File: config.mk
export PLATFORM = sky130hd
export DESIGN_NAME = muxbus_slave
export DESIGN_NICKNAME = d
export VERILOG_FILES = /design/src/rtl/muxbus_pkg.sv /design/src/rtl/muxbus_strobe.sv /design/src/rtl/muxbus_addr.sv /design/src/rtl/muxbus_regs.sv /design/src/rtl/muxbus_slave.sv
export SDC_FILE = /design/constraint.sdc
export NUM_CORES = 1
export LEC_CHECK = 0
export ABC_AREA = 1
export BUFFER_PORTS_ARGS = -buffer_cell sky130_fd_sc_hd__buf_2
export CAP_MARGIN = 20
export CORE_ASPECT_RATIO = 0.7
export CORE_MARGIN = 5
export CORE_UTILIZATION = 60
export CTS_CLUSTER_DIAMETER = 150
export CTS_CLUSTER_SIZE = 10
export DETAILED_ROUTE_END_ITERATION = 6
export GPL_ROUTABILITY_DRIVEN = 0
export HOLD_SLACK_MARGIN = 0.08
export PLACE_DENSITY = 0.83
export SLEW_MARGIN = 10
export SYNTH_ARGS = -nofsm -noshare
export SYNTH_HDL_FRONTEND = slang
export SYNTH_SLANG_ARGS = --single-unit
File: constraint.sdc
create_clock -name clk_i -period 3.2 [get_ports clk_i]
set_clock_uncertainty 0.05 [all_clocks]
set_input_delay 0.16 -clock clk_i [delete_from_list [all_inputs] [get_ports clk_i]]
set_output_delay 0.16 -clock clk_i [all_outputs]
set_load 0.05 [all_outputs]
File: src/rtl/muxbus_pkg.sv
package muxbus_pkg;
  localparam int BUS_W = 16;

  localparam logic [BUS_W-1:0] CFG_ADDR  = 16'hF000;
  localparam logic [BUS_W-1:0] CMD_ADDR  = 16'hF001;
  localparam logic [BUS_W-1:0] STAT_ADDR = 16'hF002;

  // configuration field positions
  localparam int CFG_SYNC_BIT = 0;
  localparam int CFG_PIN_BIT  = 1;
  localparam int CFG_LAT_LSB  = 2;
endpackage

File: src/rtl/muxbus_strobe.sv
module muxbus_strobe
  import muxbus_pkg::*;
(
  input  logic             clk_i,
  input  logic             rst_ni,
  input  logic             ce_ni,
  input  logic             avd_ni,
  input  logic             we_ni,
  input  logic [BUS_W-1:0] ad_i,
  output logic [BUS_W-1:0] ad_q_o,
  output logic             avd_rise_o,
  output logic             avd_first_low_o,
  output logic             we_rise_o
);
  logic avd_q, we_q;

  always_ff @(posedge clk_i or negedge rst_ni) begin
    if (!rst_ni) begin
      avd_q  <= 1'b1;
      we_q   <= 1'b1;
      ad_q_o <= '0;
    end else begin
      avd_q  <= avd_ni;
      we_q   <= we_ni;
      ad_q_o <= ad_i;
    end
  end

  assign avd_rise_o      = !ce_ni &&  avd_ni && !avd_q;
  assign avd_first_low_o = !ce_ni && !avd_ni &&  avd_q;
  assign we_rise_o       = !ce_ni &&  we_ni  && !we_q;

  a_r2_write_after_low: assert property (@(posedge clk_i) disable iff (!rst_ni)
    we_rise_o |-> !$past(we_ni));
  a_r4_no_edge_deselected: assert property (@(posedge clk_i) disable iff (!rst_ni)
    ce_ni |-> !(avd_rise_o || avd_first_low_o || we_rise_o));
endmodule

File: src/rtl/muxbus_addr.sv
module muxbus_addr
  import muxbus_pkg::*;
#(
  parameter int LAT_W = 3
) (
  input  logic             clk_i,
  input  logic             rst_ni,
  input  logic             ce_ni,
  input  logic             sync_mode_i,
  input  logic [LAT_W-1:0] lat_i,
  input  logic             avd_rise_i,
  input  logic             avd_first_low_i,
  input  logic [BUS_W-1:0] ad_i,
  input  logic [BUS_W-1:0] ad_q_i,
  output logic [BUS_W-1:0] addr_o,
  output logic             valid_o
);
  logic             active_q;
  logic [LAT_W-1:0] wait_q;

  always_ff @(posedge clk_i or negedge rst_ni) begin
    if (!rst_ni) begin
      addr_o   <= '0;
      active_q <= 1'b0;
      wait_q   <= '0;
    end else if (!sync_mode_i) begin
      active_q <= 1'b0;
      if (avd_rise_i) addr_o <= ad_q_i;
    end else if (avd_first_low_i) begin
      addr_o   <= ad_i;
      active_q <= 1'b1;
      wait_q   <= lat_i;
    end else if (ce_ni) begin
      active_q <= 1'b0;
    end else if (active_q) begin
      if (wait_q != '0) wait_q <= wait_q - 1'b1;
      else              addr_o <= addr_o + 1'b1;
    end
  end

  assign valid_o = active_q && (wait_q == '0);

  a_r1_async_capture: assert property (@(posedge clk_i) disable iff (!rst_ni)
    (!sync_mode_i && avd_rise_i) |=> addr_o == $past(ad_q_i));
  a_r6_burst_capture: assert property (@(posedge clk_i) disable iff (!rst_ni)
    (sync_mode_i && avd_first_low_i) |=> addr_o == $past(ad_i));
  a_r7_latency_quiet: assert property (@(posedge clk_i) disable iff (!rst_ni)
    (sync_mode_i && avd_first_low_i && lat_i != '0) |=> !valid_o);
  a_r7_address_step: assert property (@(posedge clk_i) disable iff (!rst_ni)
    (sync_mode_i && valid_o && !ce_ni && !avd_first_low_i) |=> addr_o == $past(addr_o) + 1'b1);
  a_r4_burst_ends: assert property (@(posedge clk_i) disable iff (!rst_ni)
    ce_ni |=> !valid_o);
endmodule

File: src/rtl/muxbus_regs.sv
module muxbus_regs
  import muxbus_pkg::*;
#(
  parameter int BUF_AW     = 4,
  parameter int LAT_W      = 3,
  parameter int LAT_RST    = 4,
  parameter int CMD_CYCLES = 8
) (
  input  logic             clk_i,
  input  logic             rst_ni,
  input  logic             wr_en_i,
  input  logic [BUS_W-1:0] wr_addr_i,
  input  logic [BUS_W-1:0] wr_data_i,
  input  logic [BUS_W-1:0] rd_addr_i,
  output logic [BUS_W-1:0] rd_data_o,
  output logic             sync_mode_o,
  output logic             pin_en_o,
  output logic [LAT_W-1:0] lat_o,
  output logic             done_o
);
  localparam int BUF_DEPTH = 1 << BUF_AW;
  localparam int CMD_W     = $clog2(CMD_CYCLES + 1);
  localparam int CFG_PAD   = BUS_W - LAT_W - 2;

  logic [BUS_W-1:0] mem_q [BUF_DEPTH];
  logic [BUS_W-1:0] cmd_q;
  logic             busy_q;
  logic [CMD_W-1:0] cmd_cnt_q;

  logic wr_buf, rd_buf;
  assign wr_buf = (wr_addr_i[BUS_W-1:BUF_AW] == '0);
  assign rd_buf = (rd_addr_i[BUS_W-1:BUF_AW] == '0);

  always_ff @(posedge clk_i or negedge rst_ni) begin
    if (!rst_ni) begin
      for (int i = 0; i < BUF_DEPTH; i++) mem_q[i] <= '0;
    end else if (wr_en_i && wr_buf) begin
      mem_q[wr_addr_i[BUF_AW-1:0]] <= wr_data_i;
    end
  end

  always_ff @(posedge clk_i or negedge rst_ni) begin
    if (!rst_ni) begin
      sync_mode_o <= 1'b0;
      pin_en_o    <= 1'b0;
      lat_o       <= LAT_W'(LAT_RST);
      cmd_q       <= '0;
    end else if (wr_en_i && wr_addr_i == CFG_ADDR) begin
      sync_mode_o <= wr_data_i[CFG_SYNC_BIT];
      pin_en_o    <= wr_data_i[CFG_PIN_BIT];
      lat_o       <= wr_data_i[CFG_LAT_LSB +: LAT_W];
    end else if (wr_en_i && wr_addr_i == CMD_ADDR) begin
      cmd_q <= wr_data_i;
    end
  end

  // command timer and completion flag
  always_ff @(posedge clk_i or negedge rst_ni) begin
    if (!rst_ni) begin
      busy_q    <= 1'b0;
      cmd_cnt_q <= '0;
      done_o    <= 1'b0;
    end else begin
      if (wr_en_i && wr_addr_i == CMD_ADDR && !busy_q) begin
        busy_q    <= 1'b1;
        cmd_cnt_q <= CMD_W'(CMD_CYCLES - 1);
      end else if (busy_q) begin
        if (cmd_cnt_q == '0) begin
          busy_q <= 1'b0;
          done_o <= 1'b1;
        end else begin
          cmd_cnt_q <= cmd_cnt_q - 1'b1;
        end
      end
      if (wr_en_i && wr_addr_i == STAT_ADDR && !wr_data_i[0]) done_o <= 1'b0;
    end
  end

  always_comb begin
    rd_data_o = '0;
    if (rd_buf) rd_data_o = mem_q[rd_addr_i[BUF_AW-1:0]];
    else if (rd_addr_i == CFG_ADDR)  rd_data_o = {{CFG_PAD{1'b0}}, lat_o, pin_en_o, sync_mode_o};
    else if (rd_addr_i == CMD_ADDR)  rd_data_o = cmd_q;
    else if (rd_addr_i == STAT_ADDR) rd_data_o = {{(BUS_W-2){1'b0}}, busy_q, done_o};
  end

  a_r2_buffer_write: assert property (@(posedge clk_i) disable iff (!rst_ni)
    (wr_en_i && wr_buf) |=> mem_q[$past(wr_addr_i[BUF_AW-1:0])] == $past(wr_data_i));
  a_r8_done_from_busy: assert property (@(posedge clk_i) disable iff (!rst_ni)
    $rose(done_o) |-> $past(busy_q));
  a_r9_pin_en_holds: assert property (@(posedge clk_i) disable iff (!rst_ni)
    !wr_en_i |=> $stable(pin_en_o));
endmodule

File: src/rtl/muxbus_slave.sv
module muxbus_slave
  import muxbus_pkg::*;
#(
  parameter int BUF_AW     = 4,
  parameter int LAT_W      = 3,
  parameter int LAT_RST    = 4,
  parameter int CMD_CYCLES = 8
) (
  input  logic        clk_i,
  input  logic        rst_ni,
  input  logic        ce_ni,
  input  logic        oe_ni,
  input  logic        we_ni,
  input  logic        avd_ni,
  input  logic [15:0] ad_i,
  output logic [15:0] ad_o,
  output logic        ad_oe_o,
  output logic        rdy_o,
  output logic        int_o,
  output logic        int_oe_o
);
  logic [BUS_W-1:0] ad_q, addr;
  logic             avd_rise, avd_first_low, we_rise;
  logic             sync_mode, pin_en, done, valid;
  logic [LAT_W-1:0] lat;

  muxbus_strobe u_strobe (
    .clk_i, .rst_ni, .ce_ni, .avd_ni, .we_ni, .ad_i,
    .ad_q_o          (ad_q),
    .avd_rise_o      (avd_rise),
    .avd_first_low_o (avd_first_low),
    .we_rise_o       (we_rise)
  );

  muxbus_addr #(.LAT_W(LAT_W)) u_addr (
    .clk_i, .rst_ni, .ce_ni,
    .sync_mode_i     (sync_mode),
    .lat_i           (lat),
    .avd_rise_i      (avd_rise),
    .avd_first_low_i (avd_first_low),
    .ad_i,
    .ad_q_i          (ad_q),
    .addr_o          (addr),
    .valid_o         (valid)
  );

  muxbus_regs #(
    .BUF_AW(BUF_AW), .LAT_W(LAT_W), .LAT_RST(LAT_RST), .CMD_CYCLES(CMD_CYCLES)
  ) u_regs (
    .clk_i, .rst_ni,
    .wr_en_i     (we_rise),
    .wr_addr_i   (addr),
    .wr_data_i   (ad_q),
    .rd_addr_i   (addr),
    .rd_data_o   (ad_o),
    .sync_mode_o (sync_mode),
    .pin_en_o    (pin_en),
    .lat_o       (lat),
    .done_o      (done)
  );

  assign ad_oe_o  = !ce_ni && !oe_ni;
  assign rdy_o    = valid && !ce_ni;
  assign int_o    = done;
  assign int_oe_o = pin_en;

  a_r9_pin_independent: assert property (@(posedge clk_i) disable iff (!rst_ni)
    ($changed(ce_ni) || $changed(oe_ni)) && !we_rise |=> $stable(int_oe_o));
endmodule

# == Yosys cells after proc, flatten, opt, wreduce, memory -nomap -nowiden ==
# Cells that the tools add are included.
# Widths: inputs -> output; s select.
# totals
ff_bits,321
in_bits,22
elab_cells,117
# op_classes
n_addsub,3
order_cmp,2
eq_ne,10
muxes,33
n_bitwise,2
n_reduce_logical,38
# ops
cell,count
$bwmux 256,1
$mux 16,12
$bmux 16 s4,1
$demux 16 s4,1
$eq 16x16->1 const B,3
$add 16x1->16 const B,1
$logic_and 1x1->1,16
$logic_not 12->1,1
$mux 3,4
$mux 4,3
$ne 3x3->1 const B,4
$reduce_bool 2->1,6
$mux 1,10
$reduce_and 4->1,2
$logic_not 1->1,7
$ge 5x5->1 const B,1
$lt 5x1->1 const B,1
$not 4->5,1
$logic_not 4->1,1
$ne 2x1->1 const B,2
$reduce_and 2->1,2
$sub 4x1->4 const B,1
$logic_not 3->1,1
$reduce_and 3->1,1
other kinds (5),5

# == Depth between registers and ports, before layout ==
# Gate-level depths: netlist of run 1.
# logic_depth
word_depth,7
mapped_depth,14

# == Cells and area by module ==
# From an unflattened synthesis of run 1, not the netlist that was laid out.
# hier_totals
hier_cells,2130
hier_area_um2,15994.1
# modules_own_cells
module,n_inst,cells_each,area_each_um2,seq_area_each_um2
muxbus_regs,1,1857,13939.6,7083.0
muxbus_addr,1,244,1555.2,500.5
muxbus_strobe,1,26,488.0,452.9
muxbus_slave,1,3,11.3,0.0

# == Worst setup path after synthesis of run 1 ==
# Ideal clock, no wire load.
# synth_timing
path_kind,register to output
from,reg u_addr.addr_o[0]
to,out ad_o[0]
arrival_time_ns,2.518
t_required_ns,2.990
path_slack_ns,0.472
stages_incl_launch_ff,12
n_path_buf,3
path_cell_list,dfrtp_1 clkbuf_1 inv_1 buf_2 buf_1 ha_1 inv_1 nor2_1 nand4_1 nand2_1 inv_1 a21oi_1
# synth_between
elab_chain_len,5
# synth_lines
element,line,rtl
start: declaration,muxbus_addr.sv:15,"output logic [BUS_W-1:0] addr_o,"
start signal: assignment,muxbus_addr.sv:28,if (avd_rise_i) addr_o <= ad_q_i;
start signal: assignment,muxbus_addr.sv:30,addr_o <= ad_i;
start signal: assignment,muxbus_addr.sv:37,else addr_o <= addr_o + 1'b1;
$not 4->5 (not written as such) or $eq 16x16->1 (tied branches),"muxbus_regs.sv:81, muxbus_regs.sv:84",
$bmux 16 s4 or $mux 2 (tied branches),"muxbus_regs.sv:81, muxbus_regs.sv:84",
$mux 16 (on tied branches),"muxbus_regs.sv:81, muxbus_regs.sv:83",
$mux 16 (on tied branches),"muxbus_regs.sv:81, muxbus_regs.sv:82",
$mux 16 (*),muxbus_regs.sv:81,if (rd_buf) rd_data_o = mem_q[rd_addr_i[BUF_AW-1:0]];
end: declaration,muxbus_slave.sv:16,"output logic [15:0] ad_o,"
# Mark *: on every way between the ends. The rest lies on a longest branch, timed or not. The select of a mux whose other input is x is not followed.

# == Worst setup path in the final report of run 1 ==
# layout_timing
from,reg u_addr.addr_o[1]
to,out ad_o[11]
# layout_between
elab_chain_len,5
# layout_lines
element,line
$not 4->5 (not written as such),muxbus_regs.sv:81
$bmux 16 s4,muxbus_regs.sv:81
$mux 16 (not written as such) (2 in a row),muxbus_regs.sv:81
$mux 16 (*),muxbus_regs.sv:81
# Marks and branches as above.

==> results.md, run 1 <==
- Die Ht: approximately 150 µm
- Crit-path cells: clkinv_1 -> ha_1 -> nand2_2 -> inv_1 -> nand4_1 -> clkinvlp_4 -> nand2_1 -> nand2_1 -> buf_2
- Synthesized Nets: 2,055
- Outcome: finished clean
- Dominant cells by area after synthesis: dfrtp_1 (51%), nand2_1 (17%), nor2_1 (7.1%)
- Seq/Total Area, Yosys: between 50% and 60%
- Critical path type: reg -> out
- PwrDens: 555 nW/µm²
- Clk pin slew, worst setup/hold paths: ~0.06 ns
- Wire per inst: 18.0 µm
- Number of global-route vias before repair: 13,221
- Routing usage on met1: a little over two fifths
- Synth top area share: 50.6%
- ANT cells: 0
- Die W: 203 µm
- CP Max Fanout: 17
- Pre-antenna DRT Iters: 6
- Total Neg Setup Slack: 0 ns
- Remaining Overflow, GRT: 0
- GRT met2 Usage: 42.4%
- Syn avg cell area: 7.76 µm²
- Longest Clk Path Bufs: 3
- Fillers: ~2,100
- Synth area leader: dfrtp_1
- Vias per cell: around 6
- Ys async rst share: 100%
- P_leak: 8.63 nW
- Initial core utilization: 61.0%
- Crit path DAT: 2.82 ns
- Die area: 29,600 µm²
- Required @ worst endpoint: between 2 and 3 ns
- Setup repair after global routing missed its margin: no
- Post-synth EDFFs: 0
- Tmin final: 3.03 ns
- Root Driver: clkbuf_16
- Share of layout cells above drive strength 1: 7.87%
- Area Overhead vs Synth: 8.66%
- Final Hold Fails: 0
- Max Freq: between 300 and 400 MHz
- FF+latch count, synth: between 300 and 400
- Fin crit share: 94.7%
- Largest net degree at the start of global routing: 131
- Clk sinks: 321
- Final setup viols: 0
- Min-delay worst type: in -> async
- WL final: around 43 mm
- Mapped Cells: 2,025
- DRT iter0 DRCs: 1,804
- Max-slew violations: 0
- # Max-Cap Violations: 0
- Slew @ Worst Pin: approximately 0.67 ns
- Yosys cell types: 38
- Nets@finish: 2,054
- Worst setup EP type: output port
- Max stage delay cell, worst path: dfrtp_2
- H-tree Lvls: 2
- DRC errors left: 0
- Most frequent cell after synthesis: nand2_1
- Number of port buffers: 41
- Global-route wire length before repair: 69.4 mm
- VDD IR max: 0.493 mV
- CP Launch Type: flop
- Clock Latency Late Sink: 0.54 ns
- Initial antenna violation count: 0
- CTS tree: done
- Routed via count: 13,945
- Smallest hold slack: roughly 0.13 ns
- Max stage delay on crit path: approximately 0.57 ns
- Post-synthesis cell area: 15,700 µm²
- Total Routing Usage GR: 28.5%
- Commonest cells in the netlist: nand2_1 (694), dfrtp_1 (318), nor2_1 (298)
- GR peak layer: met2
- Yosys warnings: 0
- Most frequent CP cell: nand2_1
- CTS buffer count: 38
- # IOs: 42
- Dpl hpwl: 26.6 mm
- Post-synth top flop: dfrtp_1
- Grt met3 use: 6.01%
- Worst rel slew slack: 55.5%
- Core area: 25,700 µm²
- Std cell rows: 49
- ANT nets after route: 0
==> per-stage QoR <==
step / instances / util (%) / worst slack (ns) / cell area, µm² / total power, mW
CTS: 2364 / 66.1 / 0.0461 / 17000 / 9.43
floorplan: 2025 / - / 0.472 / 15700 / 5.13
detailed placement: 2294 / 61.2 / 0.623 / 15800 / 5.56
finish: 2365 / 66.3 / 0.171 / 17100 / 9.47
global route: 2365 / 66.3 / 0.0236 / 17100 / 9.84
global placement: 2294 / 61.2 / 0.665 / 15800 / 5.53
==> per-layer routing <==
layer / vias to the layer above / wire length, µm
li1: 6442 / -
met1: 6614 / 18100
met2: 782 / 18800
met3: 107 / 4470
met4: 0 / 1240
met5: - / 0
==> layout by cell type, fill, tap and decap left out, drive strengths merged, types with 5 or more instances in the layout <==
master and count:
nand3 45, dfrtp 318, nor2 307, inv 78
o21ai 385, buf 64, nand2 707, a21oi 16
clkbuf 50, ha 8, dlygate4sd3 20, nand4 12
o22ai 5
==> where the power goes <==
group          total (mW)  internal, mW  switching [mW]
Combinational        1.33         0.378           0.950
Sequential           4.25          4.14           0.115
Clock                3.89          2.28            1.61
Total                9.47          6.80            2.67
==> timing repair <==
item | in CTS | in global routing
hold buffers | 20 | 0
gates resized for setup | 0 | 4
endpoints found under the hold margin | 114 | 0
setup endpoints to repair | 0 | 4
buffers inserted | 0 | 0
==> critical path, delay by kind of cell (launching register included) <==
family / cells / cell delay (ns)
flip-flops: 1 / 0.57
AND/OR/NAND/NOR: 4 / 0.57
buffers and inverters: 4 / 0.83
adder cells (fa/ha/maj): 1 / 0.28
==> sequential cells by signal, indices dropped and copies added, names as in the netlist, 3 cells and up <==
name,flops
u_regs.cmd_cnt_q,4
u_regs.mem_q,256
u_strobe.ad_q_o,16
u_addr.wait_q,3
u_regs.lat_o,3
u_regs.cmd_q,16
u_addr.addr_o,16
==> path summary, 6_finish.rpt <==
kind,cells after the start,slack [ns],endpoint,start
setup / recovery,9,0.17,ad_o[11],u_addr.addr_o[1]
hold / removal,2,0.13,u_regs.mem_q[106],rst_ni
setup reg to reg,11,0.49,u_regs.cmd_q[3],u_addr.addr_o[0]
hold reg to reg,2,0.42,u_regs.mem_q[231],u_regs.mem_q[231]
max in group asynchronous,3,1.92,u_addr.addr_o[0],rst_ni
min in group clk_i,2,0.23,u_strobe.ad_q_o[12],ad_i[12]
==> logic make-up (layout without fill, tap and decap cells) <==
group,after synthesis,count (layout),share of synthesized area [%]
buffers and inverters,207,216,7.11
adder cells (fa/ha/maj),8,8,0.637
AO/OA/AOI/OAI,411,411,13.6
flip-flops,321,321,51.1
AND/OR/NAND/NOR,1073,1073,27.2
XOR/XNOR,5,5,0.279
==> area by class of cell <==
class	instances	area (µm²)	area share (%)
clock inverter	1	8.76	0.0513
inverter	81	317	1.85
tap	331	414	2.43
clock buffer	49	1060	6.18
multi-input combinational	1497	6560	38.4
sequential	321	8040	47.1
timing repair buffer	85	678	3.97
Note: power is estimated with default switching activity, not from simulation.
==> run 2, diff against run 1 <==
CORE_UTILIZATION = 57   (was 60)
clock period = 2.4 ns   (was 3.2 ns; I/O delays follow)
==> results.md, run 2 (synthesis gave the netlist of run 1 again) <==
- Routing usage on met1: about 41%
- Clk pin slew, worst setup/hold paths: ~0.06 ns
- CP Max Fanout: 19
- Die W: 208 µm
- Slew @ Worst Pin: 0.777 ns
- Largest Register: u_regs.mem_q
- Crit path DAT: between 2 and 2.5 ns
- Initial antenna violation count: 0
- Final Hold Fails: 0
- Remaining Overflow, GRT: 0
- Wire per inst: 20.6 µm
- CTS tree: done
- WL final: 50.5 mm
- GR peak layer: met2
- Critical path type: reg -> out
- Number of port buffers: 41
- Initial core utilization: roughly three fifths
- Placed Instances: 2,343
- Setup slack after layout: -0.264 ns
- H-tree Lvls: 2
- Nets@finish: 2,105
- Footprint of the multi-input gates: 6980 µm²
- Area Overhead vs Synth: 17.8%
- Min-delay worst type: in -> async
- Max Freq: 375 MHz
- Clk sinks: ~320
- Smallest hold slack: 0.0944 ns
- Most frequent cells in the layout: nand2_1 (680), dfrtp_1 (315), nor2_1 (254)
- Largest register FFs: roughly 260
- Global-route wire length before repair: between 70 and 80 mm
- Std cell rows: 50
- Total Routing Usage GR: 30.1%
- FF+latch area: 8040 µm²
- Most frequent CP cell: nand2_1
- DRC errors left: 4
- Grt met3 use: 7.36%
- Fin crit share: 111%
- Setup repair after global routing missed its margin: yes
- Total Neg Setup Slack: -3.30 ns
- CP Launch Type: flop
- Largest net degree at the start of global routing: 79
- VDD IR max: 0.574 mV
- Core area: 27,000 µm²
- Tmin final: ~2.7 ns
- DRT iter0 DRCs: about 2,100
- # Max-Cap Violations: 0
- Failing checks: design-rule violations, negative setup slack
- Crit-path cells: buf_12 -> buf_12 -> buf_16 -> nor2_2 -> nor2_1 -> o21ai_2 -> nand2_1 -> nand2_1 -> nand2_1 -> o21ai_2 -> nand2_1 -> buf_6
- Die Ht: 149 µm
- Outcome: finished, violations left
- GRT met2 Usage: between 40% and 50%
- PwrDens: 731 nW/µm²
- Fillers: 1,916
- Vias per cell: 6.17
- Worst rel slew slack: 48.1%
- Share of layout cells above drive strength 1: 14.9%
- Max stage delay on crit path: 0.49 ns
- Routed via count: 15,096
- CTS buffer count: 38
- Clock Latency Late Sink: 0.55 ns
- P_leak: between 9 and 10 nW
- Pre-antenna DRT Iters: 7
- Die area: 31,000 µm²
- Longest Clk Path Bufs: 3
- Required @ worst endpoint: 2.23 ns
- Dpl hpwl: approximately 27 mm
- Commonest non-fill, non-tap cell in the layout: nand2_1
- Final std cells w/o fill: between 2,000 and 2,500
- Number of global-route vias before repair: 14,488
- Final setup viols: 16
- Max-slew violations: 0
- # IOs: 42
- ANT nets after route: 0
- Root Driver: clkbuf_16
- Worst setup EP type: output port
- Max stage delay cell, worst path: dfrtp_4
- Pwr Total: approximately 14 mW
- ANT cells: 0
run 2: cell types whose count changed in the layout (fill, tap and decap cells not counted), moves of 18 or more:
| cell | delta |
|---|---|
| o21ai_2 | +26 |
| o21ai_1 | +41 |
| nor2_4 | +18 |
| o21ai_0 | -68 |
| nor2_1 | -44 |
| nor2_2 | +26 |
run 2: area by class of cell:
| cell class | instances | area share, % |
|---|---|---|
| inverter | 81 | 1.79 |
| clock buffer | 48 | 5.69 |
| timing repair inverter | 1 | 0.0473 |
| tap | 364 | 2.46 |
| clock inverter | 1 | 0.0473 |
| multi-input combinational | 1497 | 37.7 |
| timing repair buffer | 135 | 8.78 |
| sequential | 321 | 43.5 |
run 2: through the flow:
step	cell area, µm²	setup WS (ns)	util [%]
finish	18500	-0.264	68.6
floorplan	15700	0.0250	-
CTS	17900	-0.172	66.4
global route	18500	-0.353	68.6
detailed placement	16000	0.134	59.4
global placement	16000	0.205	59.4
run 2: routing by layer:
layer / share of wire [%] / up-vias / wire length, µm
met2: 44 / 1215 / 22300
li1: - / 6555 / -
met3: 14 / 234 / 6820
met1: 38 / 7092 / 19000
met4: 4.8 / 0 / 2410
met5: 0 / - / 0
run 2: path summary, 6_finish.rpt:
path | start | to | slack, ns | cells after the start
setup / recovery | u_addr.addr_o[0] | ad_o[13] | -0.26 | 12
hold / removal | rst_ni | u_regs.mem_q[119] | 0.09 | 2
setup reg to reg | u_addr.addr_o[0] | u_regs.mem_q[5] | 0.10 | 8
hold reg to reg | u_regs.mem_q[254] | u_regs.mem_q[254] | 0.42 | 2
max in group asynchronous | rst_ni | u_regs.mem_q[142] | 1.34 | 3
min in group clk_i | ad_i[2] | u_strobe.ad_q_o[2] | 0.19 | 2
run 2: report_power, final:
group          internal, mW  leakage [nW]  total, mW  switching (mW)
sequential             5.52          4.34       5.66           0.144
combinational         0.957          4.28       2.64            1.68
clock                  3.04         0.518       5.22            2.19
total                  9.51          9.14       13.5            4.01
run 2: critical path, delay by kind of cell, from the launching register on:
| family | cells | cell delay [ns] |
|---|---|---|
| compound gates | 2 | 0.30 |
| buf+inv | 4 | 0.62 |
| flops | 1 | 0.49 |
| simple gates | 6 | 0.53 |
run 2: repair_timing:
action	in CTS	in global routing
setup endpoints to repair	16	36
hold buffers	20	0
gates resized for setup	126	131
pin swaps	15	32
endpoints found under the hold margin	356	0
cloned	8	8
setup buffers	10	10
